## config.mk

```make
export PLATFORM = sky130hd
export DESIGN_NAME = spi_master_byte
export DESIGN_NICKNAME = d
export VERILOG_FILES = /design/src/rtl/spi_pkg.sv /design/src/rtl/spi_rate_gen.sv /design/src/rtl/spi_shifter.sv /design/src/rtl/spi_master_byte.sv
export SDC_FILE = /design/constraint.sdc
export NUM_CORES = 1
export LEC_CHECK = 0
export BUFFER_PORTS_ARGS = -buffer_cell sky130_fd_sc_hd__buf_2
export CORE_MARGIN = 8
export CORE_UTILIZATION = 30
export DETAILED_ROUTE_END_ITERATION = 10
export PLACE_DENSITY_LB_ADDON = 0.15
export SLEW_MARGIN = 5
export SYNTH_ARGS = -nofsm -noshare
export SYNTH_HDL_FRONTEND = slang
export SYNTH_SLANG_ARGS = --single-unit
```

## constraint.sdc

```tcl
create_clock -name clk_i -period 2.6 [get_ports clk_i]
set_input_delay 0.26 -clock clk_i [delete_from_list [all_inputs] [get_ports clk_i]]
set_output_delay 0.26 -clock clk_i [all_outputs]
set_load 0.02 [all_outputs]
```

## src/rtl/spi_pkg.sv

```systemverilog
package spi_pkg;
    typedef enum logic [1:0] {
        RATE_DIV_A = 2'd0,
        RATE_DIV_B = 2'd1,
        RATE_DIV_C = 2'd2,
        RATE_EXT   = 2'd3
    } rate_e;

    typedef struct packed {
        logic  cke;
        logic  smp;
        rate_e rate;
    } xfer_cfg_t;
endpackage

```

## src/rtl/spi_rate_gen.sv

```systemverilog
module spi_rate_gen #(
    parameter int unsigned DIV_A = 4,
    parameter int unsigned DIV_B = 16,
    parameter int unsigned DIV_C = 64
) (
    input  logic          clk_i,
    input  logic          rst_i,
    input  logic          run_i,
    input  spi_pkg::rate_e rate_i,
    input  logic          tick_i,
    output logic          half_tick_o
);
    localparam int unsigned CNT_W = $clog2(DIV_C / 2) + 1;
    localparam logic [CNT_W-1:0] LIM_A = CNT_W'(DIV_A / 2 - 1);
    localparam logic [CNT_W-1:0] LIM_B = CNT_W'(DIV_B / 2 - 1);
    localparam logic [CNT_W-1:0] LIM_C = CNT_W'(DIV_C / 2 - 1);

    typedef struct packed {
        logic [CNT_W-1:0] cnt;
    } rg_state_t;

    rg_state_t        st_d, st_q;
    logic [CNT_W-1:0] lim;

    always_comb begin
        st_d        = st_q;
        half_tick_o = 1'b0;
        case (rate_i)
            spi_pkg::RATE_DIV_A: lim = LIM_A;
            spi_pkg::RATE_DIV_B: lim = LIM_B;
            default:             lim = LIM_C;
        endcase
        if (!run_i) begin
            st_d.cnt = '0;
        end else if (rate_i == spi_pkg::RATE_EXT) begin
            half_tick_o = tick_i;
        end else if (st_q.cnt == lim) begin
            half_tick_o = 1'b1;
            st_d.cnt    = '0;
        end else begin
            st_d.cnt = st_q.cnt + 1'b1;
        end
        if (rst_i) st_d = '0;
    end

    always_ff @(posedge clk_i) st_q <= st_d;

    // A divided rate never gives ticks on consecutive cycles
    p_div_spacing_r6: assert property (@(posedge clk_i) disable iff (rst_i)
        (half_tick_o && rate_i != spi_pkg::RATE_EXT) |=> !half_tick_o);
endmodule

```

## src/rtl/spi_shifter.sv

```systemverilog
module spi_shifter #(
    parameter int unsigned DATA_W = 8
) (
    input  logic               clk_i,
    input  logic               rst_i,
    input  logic               start_i,
    input  logic [DATA_W-1:0]  tx_i,
    input  logic               cpol_i,
    input  spi_pkg::xfer_cfg_t cfg_i,
    input  logic               half_tick_i,
    input  logic               miso_i,
    output logic               busy_o,
    output logic               sclk_o,
    output logic               mosi_o,
    output spi_pkg::rate_e     rate_o,
    output logic [DATA_W-1:0]  rx_word_o,
    output logic               byte_done_o
);
    localparam int unsigned NHALF = 2 * DATA_W;
    localparam int unsigned H_W   = $clog2(NHALF + 2);
    localparam logic [H_W-1:0] LAST = H_W'(NHALF);

    typedef struct packed {
        logic               busy;
        logic [H_W-1:0]     h;
        logic               sclk;
        logic               mosi;
        logic [DATA_W-1:0]  tx;
        logic [DATA_W-1:0]  rx;
        spi_pkg::xfer_cfg_t cfg;
    } sh_state_t;

    sh_state_t      st_d, st_q;
    logic [H_W-1:0] step;
    logic           take;

    always_comb begin
        st_d        = st_q;
        byte_done_o = 1'b0;
        step        = '0;
        take        = 1'b0;
        if (!st_q.busy) begin
            st_d.sclk = cpol_i;
            if (start_i) begin
                st_d.busy = 1'b1;
                st_d.h    = '0;
                st_d.cfg  = cfg_i;
                st_d.tx   = tx_i;
                st_d.rx   = '0;
                if (cfg_i.cke) st_d.mosi = tx_i[DATA_W-1];
            end
        end else if (half_tick_i) begin
            // position inside the bit grid: odd = mid-bit, even = bit end
            step   = st_q.cfg.cke ? st_q.h + 1'b1 : st_q.h;
            st_d.h = st_q.h + 1'b1;
            if (st_q.cfg.cke || step < LAST) st_d.sclk = ~st_q.sclk;
            if (!st_q.cfg.cke && step == '0) st_d.mosi = st_q.tx[DATA_W-1];
            if (step != '0) begin
                if (step[0]) begin
                    take = !st_q.cfg.smp;
                end else begin
                    take = st_q.cfg.smp;
                    if (step == LAST) begin
                        st_d.busy   = 1'b0;
                        byte_done_o = 1'b1;
                    end else begin
                        st_d.tx   = st_q.tx << 1;
                        st_d.mosi = st_q.tx[DATA_W-2];
                    end
                end
            end
            if (take) st_d.rx = {st_q.rx[DATA_W-2:0], miso_i};
        end
        if (rst_i) begin
            st_d        = '0;
            st_d.sclk   = cpol_i;
            byte_done_o = 1'b0;
        end
    end

    always_ff @(posedge clk_i) st_q <= st_d;

    assign busy_o    = st_q.busy;
    assign sclk_o    = st_q.sclk;
    assign mosi_o    = st_q.mosi;
    assign rate_o    = st_q.cfg.rate;
    assign rx_word_o = st_d.rx;

    p_idle_level_r3: assert property (@(posedge clk_i) disable iff (rst_i)
        !busy_o |=> (sclk_o == $past(cpol_i)));
    p_clock_on_tick_r1: assert property (@(posedge clk_i) disable iff (rst_i)
        (busy_o && !half_tick_i) |=> $stable(sclk_o));
    p_end_drops_busy_r7: assert property (@(posedge clk_i) disable iff (rst_i)
        byte_done_o |=> !busy_o);
endmodule

```

## src/rtl/spi_master_byte.sv

```systemverilog
module spi_master_byte #(
    parameter int unsigned DATA_W = 8,
    parameter int unsigned DIV_A  = 4,
    parameter int unsigned DIV_B  = 16,
    parameter int unsigned DIV_C  = 64
) (
    input  logic              clk_i,
    input  logic              rst_i,
    input  logic              wr_en_i,
    input  logic [DATA_W-1:0] wr_data_i,
    input  logic              rd_en_i,
    input  logic              clr_flags_i,
    input  logic              cpol_i,
    input  logic              cke_i,
    input  logic              smp_i,
    input  logic [1:0]        rate_sel_i,
    input  logic              ext_tick_i,
    input  logic              dout_en_i,
    input  logic              miso_i,
    output logic              sclk_o,
    output logic              mosi_o,
    output logic              mosi_oe_o,
    output logic              busy_o,
    output logic [DATA_W-1:0] rd_data_o,
    output logic              done_o,
    output logic              buf_full_o,
    output logic              wcol_o
);
    typedef struct packed {
        logic              done;
        logic              full;
        logic              wcol;
        logic [DATA_W-1:0] rbuf;
    } top_state_t;

    top_state_t          st_d, st_q;
    spi_pkg::xfer_cfg_t  cfg;
    spi_pkg::rate_e      act_rate;
    logic                half_tick;
    logic                byte_done;
    logic [DATA_W-1:0]   rx_word;

    assign cfg.cke  = cke_i;
    assign cfg.smp  = smp_i;
    assign cfg.rate = spi_pkg::rate_e'(rate_sel_i);

    spi_rate_gen #(.DIV_A(DIV_A), .DIV_B(DIV_B), .DIV_C(DIV_C)) rate_i (
        .clk_i       (clk_i),
        .rst_i       (rst_i),
        .run_i       (busy_o),
        .rate_i      (act_rate),
        .tick_i      (ext_tick_i),
        .half_tick_o (half_tick)
    );

    spi_shifter #(.DATA_W(DATA_W)) shift_i (
        .clk_i       (clk_i),
        .rst_i       (rst_i),
        .start_i     (wr_en_i),
        .tx_i        (wr_data_i),
        .cpol_i      (cpol_i),
        .cfg_i       (cfg),
        .half_tick_i (half_tick),
        .miso_i      (miso_i),
        .busy_o      (busy_o),
        .sclk_o      (sclk_o),
        .mosi_o      (mosi_o),
        .rate_o      (act_rate),
        .rx_word_o   (rx_word),
        .byte_done_o (byte_done)
    );

    always_comb begin
        st_d = st_q;
        if (byte_done) begin
            st_d.rbuf = rx_word;
            st_d.done = 1'b1;
            st_d.full = 1'b1;
        end else begin
            if (clr_flags_i) st_d.done = 1'b0;
            if (rd_en_i)     st_d.full = 1'b0;
        end
        if (wr_en_i && busy_o) st_d.wcol = 1'b1;
        else if (clr_flags_i)  st_d.wcol = 1'b0;
        if (rst_i) st_d = '0;
    end

    always_ff @(posedge clk_i) st_q <= st_d;

    assign rd_data_o  = st_q.rbuf;
    assign done_o     = st_q.done;
    assign buf_full_o = st_q.full;
    assign wcol_o     = st_q.wcol;
    assign mosi_oe_o  = dout_en_i;

    p_collision_r10: assert property (@(posedge clk_i) disable iff (rst_i)
        (wr_en_i && busy_o) |=> wcol_o);
    p_finish_flags_r7: assert property (@(posedge clk_i) disable iff (rst_i)
        byte_done |=> (done_o && buf_full_o && !busy_o));
    p_done_sticky_r11: assert property (@(posedge clk_i) disable iff (rst_i)
        (done_o && !clr_flags_i) |=> done_o);
    p_wcol_sticky_r11: assert property (@(posedge clk_i) disable iff (rst_i)
        (wcol_o && !clr_flags_i) |=> wcol_o);
endmodule

```

==> flow_summary.json, run 1 <==
{
  "outcome": "completed",
  "gp_congestion": 0.744,
  "syn_inst": 249,
  "root_buffer": "clkbuf_8",
  "drive_gt1_frac": 0.196,
  "max_slew.worst_pin.slew_ns": 1.03,
  "end_kind": "register",
  "cpMaxStageDelayCell": "dfxtp_1",
  "critical_path_required_ns": 2.77,
  "max_slew_margin": 0.310,
  "fin_crit_sh": 0.932,
  "cts_resized": 0,
  "cp_top_family": "compound AO/OA/AOI/OAI gates",
  "finalMaxSlewViolations": 0,
  "crit_type": "reg -> reg",
  "dp_slack_ns": 0.192,
  "antenna_found_initial": 0,
  "rows": 31,
  "drt_iter0_drc": 102,
  "die_y_um": 101,
  "dieArea_um2": 10200,
  "synthArstFlopShare": 0,
  "io_pins": 36,
  "clk_latency_ns": 0.30,
  "drt-pass1-iter-count": 6,
  "syn_nets": 272,
  "most-common-layout-cells": "44 x dfxtp_1, 35 x nand2_1, 33 x buf_2",
  "final_area_um2": 2530,
  "rrSetupSlack_ns": 0.18,
  "start_util": 0.303,
  "grt_pass1_vias": 1847,
  "via_per_inst": 4.77,
  "place_area_um2": 2440,
  "hold_path_class": "in -> reg",
  "holdWs_ns": 0.194,
  "grt_pass1_wl_mm": 8.60,
  "tns_ns": 0,
  "synth_seq_area_share": 0.421,
  "path_cells": "ha_1 -> nand2b_1 -> a2111o_1 -> o2111a_2 -> o31ai_4 -> buf_4 -> mux2i_1 -> a21oi_1",
  "cts-hold-fix-buffers": 0,
  "dp_hpwl_mm": 3.70,
  "die-width_um": 101,
  "n_antenna_cell": 0,
  "synth_seq_cells": 45,
  "max_freq_mhz": 412,
  "power.density_nw_per_um2": 508,
  "grt-ovfl-total": 0,
  "post-route-min-period_ns": 2.42,
  "power.leakage_nw": 1.03,
  "synth_area_um2": 2160,
  "track_usage": 0.104,
  "cts_buffer_depth": 2,
  "crit_buf_inv": 1,
  "hold_viol": 0,
  "rsz0062_at_grt": "false",
  "port-buffer-count": 33,
  "wire_per_inst_um": 13.3,
  "vias": 1835,
  "core_area_um2": 7140,
  "startpoint_type": "register",
  "cts-buffers-inserted": 5,
  "crit_arrival_ns": 2.59,
  "irDropWorstVdd_mv": 0.176,
  "drc": 0,
  "max_stage_delay_ns": 0.44,
  "final_nets": 308,
  "synth_edf_count": 1,
  "htreeDepth": 2,
  "setup_viol": 0,
  "synthFlopType": "dfxtp_1",
  "clk_pin_slew_ns": 0.09,
  "postCtsSetupBuffers": 0,
  "ant_nets": 0,
  "synthDistinctLibCells": 51,
  "drv_cap": 0,
  "cts_tree": "done",
  "syn_to_final_growth_pct": 17.2,
  "grt_start_max_net_pins": 29,
  "wl_mm": 5.14,
  "fin_worst_skew_ns": 0.0130,
  "path_max_fanout": 7,
  "postSynthAreaPerCell_um2": 8.69,
  "yosys_warnings": 0,
  "cts_sinks": 45,
  "setup_ws_ns": 0.176,
  "layout.cells.most_common": "dfxtp_1"
}
-- Yosys cell counts (4+ instances only) --
library cell  instances  area, um^2
inv_1                 7        26.3
a31oi_1               4        25.0
nand2b_1              6        37.5
nor2_1               18        67.6
nand3_1               8        40.0
nand4_1               5        31.3
nor2b_1               7        43.8
o2bb2ai_1             6        52.6
and2_1                5        31.3
nand2_1              35         131
a21oi_1              23         115
clkbuf_1              6        22.5
xor2_1                4        35.0
a22oi_1               9        67.6
o21ai_0               4        20.0
dfxtp_1              44         881
xnor2_1               4        35.0
mux2i_1              14         140
-- tightest hold or removal path, cell delays in order --
cell	delay (ns)
buf_2	0.10
nand2_1	0.05
a21oi_1	0.05
-- per-layer routing --
layer  wire [um]  vias up  GRT usage  share of wire
met5           0        -          0              0
met4          48        0     0.0286         0.0093
met3         174        4     0.0283          0.034
met2        2320       20      0.174           0.45
met1        2590      860      0.126           0.50
li1            -      951          -              -
-- cell families after synthesis --
kind of cell | after synthesis | share of synthesized area
DFF | 45 | 0.421
and+or+nand+nor | 99 | 0.227
muxes | 14 | 0.0648
AOI/OAI and AO/OA | 61 | 0.196
xor gates and xnor gates | 8 | 0.0324
buffers and inverters | 20 | 0.0468
adders and majority gates | 2 | 0.0116
-- stage by stage --
| stage | cells | power (mW) | util |
|---|---|---|---|
| floorplan | 249 | 0.811 | - |
| global placement | 377 | 0.855 | 0.343 |
| detailed placement | 377 | 0.856 | 0.343 |
| CTS | 385 | 1.31 | 0.355 |
| global route | 385 | 1.35 | 0.355 |
| finish | 385 | 1.29 | 0.355 |
-- final timing paths --
path,from,end,depth (start not counted)
max,shift_i.st_q[23],shift_i.st_q[10],8
min,rate_sel_i[0],shift_i.rate_o[0],3
max reg2reg,shift_i.st_q[23],shift_i.st_q[10],8
min reg2reg,shift_i.st_q[11],shift_i.st_q[11],2
-- power breakdown --
part	switching, mW	internal, mW
Sequential	0.0139	0.708
Combinational	0.0678	0.0472
Clock	0.234	0.217
-- area by class of cell --
| cell class | count | area (um^2) |
|---|---|---|
| Tap cell | 99 | 124 |
| Sequential cell | 45 | 911 |
| Multi-Input combinational cell | 184 | 1150 |
| Timing Repair Buffer | 42 | 233 |
| Clock buffer | 8 | 90.1 |
| Inverter | 7 | 26.3 |
| Fill cell | 791 | 4600 |
-- sequential cells by signal, summed over array words and instances, names as in the netlist --
register        cells
shift_i.st_q       23
rd_data_o           8
rate_i.st_q         6
shift_i.rate_o      2
buf_full_o          1
done_o              1
shift_i.busy_o      1
shift_i.mosi_o      1
shift_i.sclk_o      1
wcol_o              1
Power figures use the tool's default switching activity.
==> run 2, diff against run 1 <==
Settings changed: MAX_ROUTING_LAYER set to met4.
==> run 2 against run 1 <==
Compared with the run above: register-to-register slack is essentially flat; power is essentially flat; die area is the same; combinational power is essentially flat; clock skew is essentially flat; setup slack is essentially flat; sequential power is essentially flat; largest cell class unchanged; first-iteration DRC count shrank 43%; global-route usage grew 0.28 points; clock power is essentially flat.
==> flow_summary.json, run 2 (synthesis results as in run 1) <==
{
  "io_pins": 36,
  "irDropWorstVdd_mv": 0.176,
  "dieArea_um2": 10200,
  "fin_crit_sh": 0.932,
  "max_slew.worst_pin.slew_ns": 1.03,
  "grt_pass1_wl_mm": 8.60,
  "tns_ns": 0,
  "cp_top_family": "compound AO/OA/AOI/OAI gates",
  "crit_arrival_ns": 2.59,
  "drt-pass1-iter-count": 6,
  "postCtsSetupBuffers": 0,
  "die_y_um": 101,
  "clk_latency_ns": 0.30,
  "post-route-min-period_ns": 2.42,
  "max_slew_margin": 0.310,
  "cts_sinks": 45,
  "clk_pin_slew_ns": 0.09,
  "path_max_fanout": 7,
  "dp_hpwl_mm": 3.70,
  "fin_worst_skew_ns": 0.0130,
  "cts-hold-fix-buffers": 0,
  "core_area_um2": 7140,
  "final_nets": 308,
  "cts-buffers-inserted": 5,
  "cts_buffer_depth": 2,
  "root_buffer": "clkbuf_8",
  "grt_start_max_net_pins": 29,
  "hold_path_class": "in -> reg",
  "power.density_nw_per_um2": 508,
  "die-width_um": 101,
  "most-common-layout-cells": "44 x dfxtp_1, 35 x nand2_1, 33 x buf_2",
  "wire_per_inst_um": 13.3,
  "power.leakage_nw": 1.03,
  "max_freq_mhz": 412,
  "hold_viol": 0,
  "finalMaxSlewViolations": 0,
  "cpMaxStageDelayCell": "dfxtp_1",
  "crit_type": "reg -> reg",
  "critical_path_required_ns": 2.77,
  "regMostFlops": "shift_i.st_q",
  "drt_iter0_drc": 58,
  "path_cells": "ha_1 -> nand2b_1 -> a2111o_1 -> o2111a_2 -> o31ai_4 -> buf_4 -> mux2i_1 -> a21oi_1",
  "largest_reg_flops": 23,
  "drc": 0,
  "cts_tree": "done",
  "setup_viol": 0,
  "wl_mm": 5.13,
  "cts_resized": 0,
  "startpoint_type": "register",
  "via_per_inst": 4.77,
  "drive_gt1_frac": 0.196,
  "syn_to_final_growth_pct": 17.2,
  "layout.cells.most_common": "dfxtp_1",
  "port-buffer-count": 33,
  "vias": 1836,
  "grt-ovfl-total": 0,
  "start_util": 0.303,
  "dp_cells": 377,
  "rsz0062_at_grt": "false",
  "rows": 31,
  "max_stage_delay_ns": 0.44,
  "n_antenna_cell": 0,
  "outcome": "completed",
  "end_kind": "register",
  "final_cells": 385,
  "track_usage": 0.107,
  "ant_nets": 0,
  "grt_pass1_vias": 1845,
  "htreeDepth": 2,
  "antenna_found_initial": 0,
  "gp_congestion": 0.754,
  "crit_buf_inv": 1,
  "drv_cap": 0
}
run 2: cell counts in the layout (fill, tap and decap cells not counted):
No cell type changed its count.
run 2: through the flow:
step	power [mW]	worst slack, ns	hold slack, ns	util	area [um^2]
final	1.29	0.176	0.194	0.355	2530
after global routing	1.35	0.0389	0.213	0.355	2530
after CTS	1.31	0.176	0.190	0.355	2530
after detailed placement	0.856	0.192	0.442	0.343	2440
after global placement	0.855	0.230	0.439	0.343	2440
after floorplan	0.811	0.207	0.396	-	2160
run 2: layer usage:
layer / wire length, um / track usage / vias up
met3: 122 / 0.0242 / 4
met2: 2320 / 0.174 / 20
met5: 0 / - / -
met4: 48 / 0.0286 / 0
met1: 2640 / 0.129 / 861
li1: - / - / 951
run 2: final timing paths:
check | startpoint | to | depth (start not counted) | slack, ns
max | shift_i.st_q[23] | shift_i.st_q[10] | 8 | 0.18
min | rate_sel_i[0] | shift_i.rate_o[0] | 3 | 0.19
min reg2reg | shift_i.st_q[11] | shift_i.st_q[11] | 2 | 0.45
max reg2reg | shift_i.st_q[23] | shift_i.st_q[10] | 8 | 0.18
run 2: cell type report:
cell class	instances	area [um^2]
Clock buffer	8	90.1
Fill cell	791	4600
Inverter	7	26.3
Multi-Input combinational cell	184	1150
Sequential cell	45	911
Tap cell	99	124
Timing Repair Buffer	42	233
run 2: power breakdown:
group / leakage (nW) / internal, mW / total [mW] / switching, mW
clock network: 0.0455 / 0.217 / 0.451 / 0.233
registers: 0.368 / 0.708 / 0.722 / 0.0139
logic: 0.614 / 0.0472 / 0.115 / 0.0678
run 2: worst register-to-register path, stage by stage (launching register included):
cell and delay [ns]:
dfxtp_1 0.44, ha_1 0.28, nand2b_1 0.14, a2111o_1 0.38, o2111a_2 0.28, o31ai_4 0.26, buf_4 0.21, mux2i_1 0.23
a21oi_1 0.09
==> run 3, diff against run 2 <==
Settings changed: ABC_AREA set to 0, RECOVER_POWER set to 100.
==> run 3 against run 2 <==
Compared with the run above: register-to-register slack improved by 0.03 ns; hold slack better by 0.0014 ns; power shrank 0.20%; fmax rose by 1.0%; final area is 0.99% lower; largest power group unchanged; highest routed layer unchanged.
==> flow_summary.json, run 3 (synthesis results as in run 1) <==
{
  "critical_path_required_ns": 2.77,
  "dp_hpwl_mm": 3.70,
  "dp_cells": 377,
  "outcome": "completed",
  "seqCellArea_um2": 911,
  "path_cells": "ha_1 -> nand2b_1 -> a2111o_1 -> o2111a_2 -> o31ai_4 -> buf_4 -> mux2i_1 -> a21oi_1",
  "drc": 0,
  "cts_buffer_depth": 2,
  "die_y_um": 101,
  "rrSetupSlack_ns": 0.20,
  "tns_ns": 0,
  "irDropWorstVdd_mv": 0.176,
  "post-route-min-period_ns": 2.40,
  "cts-hold-fix-buffers": 0,
  "nFillCells": 798,
  "max_slew.worst_pin.slew_ns": 1.03,
  "final_nets": 308,
  "path_max_fanout": 7,
  "multiInputGateArea_um2": 1150,
  "clk_pin_slew_ns": 0.09,
  "cts-buffers-inserted": 5,
  "max_freq_mhz": 417,
  "drive_gt1_frac": 0.140,
  "setup_viol": 0,
  "grt-ovfl-total": 0,
  "io_pins": 36,
  "hold_path_class": "in -> reg",
  "hold_end": "shift_i.rate_o[0]",
  "dieArea_um2": 10200,
  "vias": 1823,
  "power_mw": 1.28,
  "rows": 31,
  "startpoint_type": "register",
  "clk_latency_ns": 0.30,
  "fin_crit_sh": 0.923,
  "grt_pass1_wl_mm": 8.60,
  "most-common-layout-cells": "44 x dfxtp_1, 35 x nand2_1, 23 x a21oi_1",
  "start_util": 0.303,
  "cpMaxStageDelayCell": "dfxtp_1",
  "power.density_nw_per_um2": 512,
  "rsz0062_at_grt": "false",
  "drt-pass1-iter-count": 4,
  "r2r_end": "shift_i.st_q[10]",
  "largest_reg_flops": 23,
  "max_slew_margin": 0.309,
  "whs_path_depth": 3,
  "die-width_um": 101,
  "crit_arrival_ns": 2.57,
  "crit_type": "reg -> reg",
  "max_stage_delay_ns": 0.43,
  "syn_to_final_growth_pct": 16.0,
  "antenna_found_initial": 0,
  "n_antenna_cell": 0,
  "end_kind": "register",
  "r2r_start": "shift_i.st_q[23]",
  "regMostFlops": "shift_i.st_q",
  "cts_sinks": 45,
  "wire_per_inst_um": 13.3,
  "wl_mm": 5.10,
  "power.leakage_nw": 0.959,
  "hold_start": "rate_sel_i[0]",
  "root_buffer": "clkbuf_8",
  "htreeDepth": 2,
  "finalMaxSlewViolations": 0,
  "ant_nets": 0,
  "gp_congestion": 0.754,
  "drv_cap": 0,
  "r2r_cells": 8,
  "port-buffer-count": 33,
  "cts_tree": "done",
  "cts_resized": 0,
  "final_cells": 385,
  "grt_start_max_net_pins": 29,
  "layout.cells.most_common": "dfxtp_1",
  "hold_viol": 0,
  "track_usage": 0.107,
  "via_per_inst": 4.74,
  "grt_pass1_vias": 1845,
  "fin_worst_skew_ns": 0.0118,
  "core_area_um2": 7140,
  "postCtsSetupBuffers": 0,
  "drt_iter0_drc": 56
}
run 3: cell count changes in the layout (fill, tap and decap cells not counted):
cell      delta
buf_4        -2
buf_2       -14
o21ai_1      -2
o21ai_0      +2
and2_0       +1
clkbuf_1    +16
and2_1       -1
run 3: worst max-delay path: cells and delay by family, from the launching register on:
family                     cells  cell delay [ns]
adders and majority gates      1             0.27
muxes                          1             0.23
and+or+nand+nor                1             0.14
buffers and inverters          1             0.21
DFF                            1             0.43
AOI/OAI and AO/OA              4             1.01
run 3: how the worst max path moves through the flow:
stage                           from          endpoint  slack, ns  cells past startpoint
floorplan           shift_i.st_q[23]      rd_data_o[1]       0.21                      8
global placement    shift_i.st_q[23]  shift_i.st_q[11]       0.23                      8
detailed placement  shift_i.st_q[23]  shift_i.st_q[11]       0.19                      8
CTS                 shift_i.st_q[23]  shift_i.st_q[10]       0.18                      8
global route        shift_i.st_q[23]    shift_i.mosi_o       0.04                      7
finish              shift_i.st_q[23]  shift_i.st_q[10]       0.20                      8
run 3: area by class of cell:
type | count | share of cell area
Clock buffer | 8 | 0.0359
Inverter | 7 | 0.0105
Sequential cell | 45 | 0.363
Tap cell | 99 | 0.0494
Timing Repair Buffer | 42 | 0.0828
Multi-Input combinational cell | 184 | 0.459
run 3: metrics by stage:
| step | hold WS [ns] | utilization | worst slack [ns] | instance area [um^2] |
|---|---|---|---|---|
| 6_report | 0.195 | 0.352 | 0.201 | 2510 |
| 5_1_grt | 0.213 | 0.352 | 0.0421 | 2510 |
| 4_1_cts | 0.190 | 0.355 | 0.176 | 2530 |
| 3_5_place_dp | 0.442 | 0.343 | 0.192 | 2440 |
| 3_3_place_gp | 0.439 | 0.343 | 0.230 | 2440 |
| 2_1_floorplan | 0.396 | - | 0.207 | 2160 |
run 3: routing by layer:
| metal | GRT usage | vias to the layer above | share of wire |
|---|---|---|---|
| met3 | 0.0242 | 4 | 0.029 |
| met4 | 0.0286 | 0 | 0.0094 |
| met1 | 0.129 | 844 | 0.51 |
| li1 | - | 949 | - |
| met2 | 0.174 | 26 | 0.45 |
| met5 | - | - | 0 |
run 3: power breakdown:
part | switching (mW) | internal [mW] | total (mW) | leakage (nW)
Sequential | 0.0139 | 0.708 | 0.722 | 0.368
Clock | 0.233 | 0.217 | 0.450 | 0.0455
Combinational | 0.0677 | 0.0449 | 0.113 | 0.546
Total | 0.315 | 0.970 | 1.28 | 0.959
